## src/rtl/ecc_err_capture.sv

```systemverilog
module ecc_err_capture #(
  parameter int ADDR_W = 32,
  parameter int ATTR_W = 8,
  parameter int DATA_W = 32,
  parameter int BUS_W  = 32
) (
  input  logic              clk,
  input  logic              rst_n,
  input  logic              ram_sbc_evt,
  input  logic              ram_nce_evt,
  input  logic [ADDR_W-1:0] ram_addr,
  input  logic [ATTR_W-1:0] ram_attr,
  input  logic [DATA_W-1:0] ram_data,
  input  logic              fl_sbc_evt,
  input  logic              fl_nce_evt,
  input  logic [ADDR_W-1:0] fl_addr,
  input  logic [ATTR_W-1:0] fl_attr,
  input  logic [DATA_W-1:0] fl_data,
  input  logic              bus_wr,
  input  logic [2:0]        bus_addr,
  input  logic [BUS_W-1:0]  bus_wdata,
  output logic [BUS_W-1:0]  bus_rdata,
  output logic              irq
);
  localparam logic [2:0] A_CTRL = 3'd0, A_STAT = 3'd1;
  localparam logic [2:0] A_RADR = 3'd2, A_RATR = 3'd3, A_RDAT = 3'd4;
  localparam logic [2:0] A_FADR = 3'd5, A_FATR = 3'd6, A_FDAT = 3'd7;

  logic [3:0]        en_q, flag_q;
  logic [ADDR_W-1:0] ram_addr_q, fl_addr_q;
  logic [ATTR_W-1:0] ram_attr_q, fl_attr_q;
  logic [DATA_W-1:0] ram_data_q, fl_data_q;

  // index order is priority order: 0 highest
  wire [3:0] evt  = {fl_nce_evt, ram_nce_evt, fl_sbc_evt, ram_sbc_evt};
  wire [3:0] live = evt & en_q;
  wire [3:0] pick = live & (~live + 4'd1);
  wire ram_rec = pick[0] | pick[2];
  wire fl_rec  = pick[1] | pick[3];

  wire ctrl_wr = bus_wr && (bus_addr == A_CTRL);
  wire stat_wr = bus_wr && (bus_addr == A_STAT);
  wire [3:0] w1c = stat_wr ? {bus_wdata[7], bus_wdata[6], bus_wdata[3], bus_wdata[2]} : 4'd0;
  wire [7:0] stat_view = {flag_q[3], flag_q[2], 2'b00, flag_q[1], flag_q[0], 2'b00};
  wire unused_wdata = ^{bus_wdata[BUS_W-1:8], bus_wdata[5:4]};

  assign irq = |(flag_q & en_q);

  always_ff @(posedge clk or negedge rst_n) begin
    if (!rst_n) begin
      en_q   <= '0;
      flag_q <= '0;
    end else begin
      if (ctrl_wr) en_q <= bus_wdata[3:0];
      flag_q <= (flag_q & ~w1c) | pick;
    end
  end

  always_ff @(posedge clk or negedge rst_n) begin
    if (!rst_n) begin
      ram_addr_q <= '0;
      ram_attr_q <= '0;
      ram_data_q <= '0;
    end else if (ram_rec) begin
      ram_addr_q <= ram_addr;
      ram_attr_q <= ram_attr;
      ram_data_q <= ram_data;
    end
  end

  always_ff @(posedge clk or negedge rst_n) begin
    if (!rst_n) begin
      fl_addr_q <= '0;
      fl_attr_q <= '0;
      fl_data_q <= '0;
    end else if (fl_rec) begin
      fl_addr_q <= fl_addr;
      fl_attr_q <= fl_attr;
      fl_data_q <= fl_data;
    end
  end

  always_comb begin
    case (bus_addr)
      A_CTRL:  bus_rdata = BUS_W'(en_q);
      A_STAT:  bus_rdata = BUS_W'(stat_view);
      A_RADR:  bus_rdata = BUS_W'(ram_addr_q);
      A_RATR:  bus_rdata = BUS_W'(ram_attr_q);
      A_RDAT:  bus_rdata = BUS_W'(ram_data_q);
      A_FADR:  bus_rdata = BUS_W'(fl_addr_q);
      A_FATR:  bus_rdata = BUS_W'(fl_attr_q);
      default: bus_rdata = BUS_W'(fl_data_q);
    endcase
  end
endmodule

```

## config.mk

```make
export PLATFORM = sky130hd
export DESIGN_NAME = ecc_err_capture
export DESIGN_NICKNAME = d
export VERILOG_FILES = /design/src/rtl/ecc_err_capture.sv
export SDC_FILE = /design/constraint.sdc
export NUM_CORES = 1
export LEC_CHECK = 0
export ABC_AREA = 1
export BUFFER_PORTS_ARGS = -buffer_cell sky130_fd_sc_hd__buf_2
export CORE_MARGIN = 1
export CORE_UTILIZATION = 35
export CTS_BUF_LIST = sky130_fd_sc_hd__clkbuf_8 sky130_fd_sc_hd__clkbuf_16
export CTS_CLUSTER_DIAMETER = 100
export CTS_CLUSTER_SIZE = 40
export DETAILED_ROUTE_END_ITERATION = 12
export SETUP_SLACK_MARGIN = 0.3
export SLEW_MARGIN = 30
export SYNTH_ARGS = -nofsm -noshare
export SYNTH_HDL_FRONTEND = slang
export SYNTH_SLANG_ARGS = --single-unit
```

## constraint.sdc

```tcl
create_clock -name clk -period 2 [get_ports clk]
set_clock_uncertainty 0.05 [all_clocks]
set_input_delay 0.1 -clock clk [delete_from_list [all_inputs] [get_ports clk]]
set_output_delay 0.1 -clock clk [all_outputs]
set_load 0.01 [all_outputs]
```

==> impl_metrics.py <==
metrics = {
    "detailed_routing": {
        "routed_wl_um": 26130,
        "avgViaCountPerCell": 5.027,
        "drtIter0Drc": 498,
        "wl_per_cell_um": 17.01,
        "routed-via-count": 7722,
        "drtPass1Iterations": 5,
        "ant_nets": 0,
        "drcViolationCount": 0,
    },
    "final_layout": {
        "nets": 1437,
        "final_common_cell": "nand2_1",
        "layout-drive-gt1-share_pct": 21.52,
        "final_cell_area_mm2": 0.01072,
        "regArea_mm2": 0.003805,
        "final_util_pct": 52.79,
        "layout_common_cells": "nand2_1 (404), buf_2 (190), nand3_1 (162)",
        "multiInputGateArea_mm2": 0.003052,
        "areaGrowthSynthToFinish_pct": 47.32,
        "fin_cells": 1536,
        "fillers": 1953,
    },
    "floorplan": {
        "ioPinCount": 219,
        "start_util_pct": 35.84,
        "chipHeight_um": 146.2,
        "die_x_um": 146.2,
        "core-area_mm2": 0.02030,
        "die_area_mm2": 0.02136,
        "num_rows": 52,
    },
    "timing": {
        "fin_crit_ns": 1.596,
        "rsz0062_at_grt": "false",
        "tns_ns": 0,
        "fin_ws_ns": 0.4042,
        "post-route-period-util_pct": 79.79,
        "slew_headroom_pct": 60.83,
        "worstMarginPinSlew_ns": 0.5875,
        "finalHoldViolCount": 0,
        "drv_slew": 0,
        "setup_viol": 0,
        "max_freq_mhz": 626.6,
    },
    "power_and_ir_drop": {
        "switchingPower_uw": 3778,
        "p_leak_uw": 0.005539,
        "clkPwrFrac_pct": 28.4,
        "seqPwrFrac_pct": 44.5,
        "p_per_area_mw_per_mm2": 1043,
        "vdd_ir_drop_max_mv": 0.5749,
        "p_comb_share_pct": 27.1,
        "swShare_pct": 33.81,
        "p_int_uw": 7397,
    },
    "critical_path": {
        "crit_type": "reg2reg",
        "worstSetupEndpointType": "register",
        "crit_chain": "nand2_2 > nand4_1 > nand2_2 > buf_4 > buf_12 > nand2_1 > nand2_1",
        "worstPathRequired_ns": 2.31,
        "slowest_stage": "dfrtp_2",
        "cp.arrival_ns": 1.90,
        "cpPeakStageDelay_ns": 0.47,
        "critPathMaxFanout": 22,
        "worstSetupStartpointType": "register",
    },
    "synth": {
        "muxShareOfSynthArea_pct": 0,
        "synth_top_family_by_area": "simple AND/OR/NAND/NOR gates",
        "synth_simple_gate_area_share_pct": 40.54,
        "synth_area_mm2": 0.007274,
        "netlist_top_cells_area": "dfrtp_1 (52%), nand2_1 (21%), nand3_1 (11%)",
        "syn_nets": 1112,
        "yosysTopAreaCellShare_pct": 52.29,
        "postSynthCellCount": 926,
        "ys_ff_latch": 152,
        "synth_compound_gate_area_share_pct": 0.8256,
        "synth_xor_area_share_pct": 0,
        "synth_cell_types": 17,
        "yosysSeqAreaShare_pct": 52.29,
        "syn_area_per_cell_um2": 7.856,
        "synth_fa_ha_area_share_pct": 0,
        "yosysWarnings": 0,
        "yosysTopAreaCell": "dfrtp_1",
    },
    "cts": {
        "cts_root_buf": "clkbuf_16",
        "numCtsBuffers": 17,
        "insertion_delay_ns": 0.42,
        "cts_tree": "yes",
        "clkSinkCount": 152,
        "ctsLongestPathBuffers": 2,
        "clkSlewWorstSetupHoldPaths_ns": 0.07,
        "htreeDepth": 4,
    },
    "placement": {
        "pre_cts_ws_ns": 0.3202,
        "placedCellCount": 1346,
        "hpwl_um": 15980,
        "placed_cell_area_mm2": 0.008544,
        "routabilityCongestion": 0.8321,
        "numPortBuffers": 192,
    },
    "global_route": {
        "grt-ovfl-total": 0,
        "grt_util_all_layers_pct": 24.68,
        "grt_pass1_vias": 7871,
        "antenna_found_initial": 2,
        "grt_max_degree": 58,
        "grt_first_pass_wirelength_um": 41230,
    },
    "run": {
        "cap_violations": 0,
    },
    "worst_hold_path": {
        "hold_class": "in2reg",
    },
    "outcome": {
        "run_status": "finished clean",
    },
}
[final cells by class]
cell class | instances | share of cell area, %
flip-flops and latches | 152 | 35.51
multi-input cells | 682 | 28.48
repair buffers | 379 | 26.76
clock buffers | 18 | 4.098
well taps | 270 | 3.152
clock inverters | 14 | 1.296
inverters | 19 | 0.6655
diodes | 2 | 0.04670
[power groups by stage]
stage | sequential [uW] | combinational (uW) | clock [uW]
2_1_floorplan | 4820 | 1880 | 0
3_3_place_gp | 4970 | 2690 | 0
3_5_place_dp | 5000 | 2730 | 0
4_1_cts | 4960 | 2990 | 3220
5_1_grt | 5120 | 3440 | 3340
6_report | 4970 | 3030 | 3180
[repair_timing]
item / 4_1_cts / 5_1_grt
pin swaps: 0 / 2
hold endpoints to repair: 207 / 0
buffers inserted: 0 / 4
resized for setup: 1 / 6
hold buffers: 151 / 0
cloned: 0 / 1
endpoints found under the setup margin: 1 / 83
[metal layers]
layer | share of wire (%) | wire [um] | track usage (%)
met1 | 45 | 11640 | 33.03
met2 | 47 | 12280 | 39.81
met3 | 5.9 | 1546 | 4.375
met4 | 2.5 | 650 | 9.479
met5 | 0.031 | 8 | 0
[worst paths after layout]
check,from,to,slack [ns],depth (start not counted)
setup reg to reg,en_q[1],fl_addr_q[20],0.40,7
setup / recovery,en_q[1],fl_addr_q[20],0.40,7
hold reg to reg,fl_addr_q[12],fl_addr_q[12],0.46,2
min in group asynchronous,rst_n,fl_data_q[6],0.17,2
max in group asynchronous,rst_n,fl_addr_q[29],1.03,3
hold / removal,bus_wr,flag_q[3],0.05,4
[registers in the layout (all words and copies together) (netlist names)]
| register | flops |
|---|---|
| ram_addr_q | 32 |
| fl_data_q | 32 |
| ram_attr_q | 8 |
| flag_q | 4 |
| fl_addr_q | 32 |
| fl_attr_q | 8 |
| en_q | 4 |
| ram_data_q | 32 |
[cells by family after synthesis]
group                  Yosys count
buffers and inverters           92
AOI/OAI and AO/OA               12
and+or+nand+nor                670
DFF                            152
[through the flow]
step	hold slack [ns]	power, uW
6_report	0.05046	11180
2_1_floorplan	-0.2456	6704
3_3_place_gp	0.05597	7655
4_1_cts	0.04301	11160
5_1_grt	0.06312	11900
3_5_place_dp	0.06178	7735
[cell usage after synthesis]
cell type,n
buf_1,2
buf_2,30
buf_4,9
buf_6,6
clkbuf_1,26
dfrtp_1,152
inv_1,16
inv_2,3
nand2_1,407
nand2_2,1
nand3_1,162
nand3_2,1
nand4_1,83
nand4_2,1
nor2_1,14
nor3_2,1
o21ai_0,12
[worst max-delay path, delay by kind of cell (launching register included)]
kind | cells | cell delay [ns]
simple gates | 5 | 0.70
flops | 1 | 0.47
buf+inv | 2 | 0.30
(Power assumes the default switching activity.)
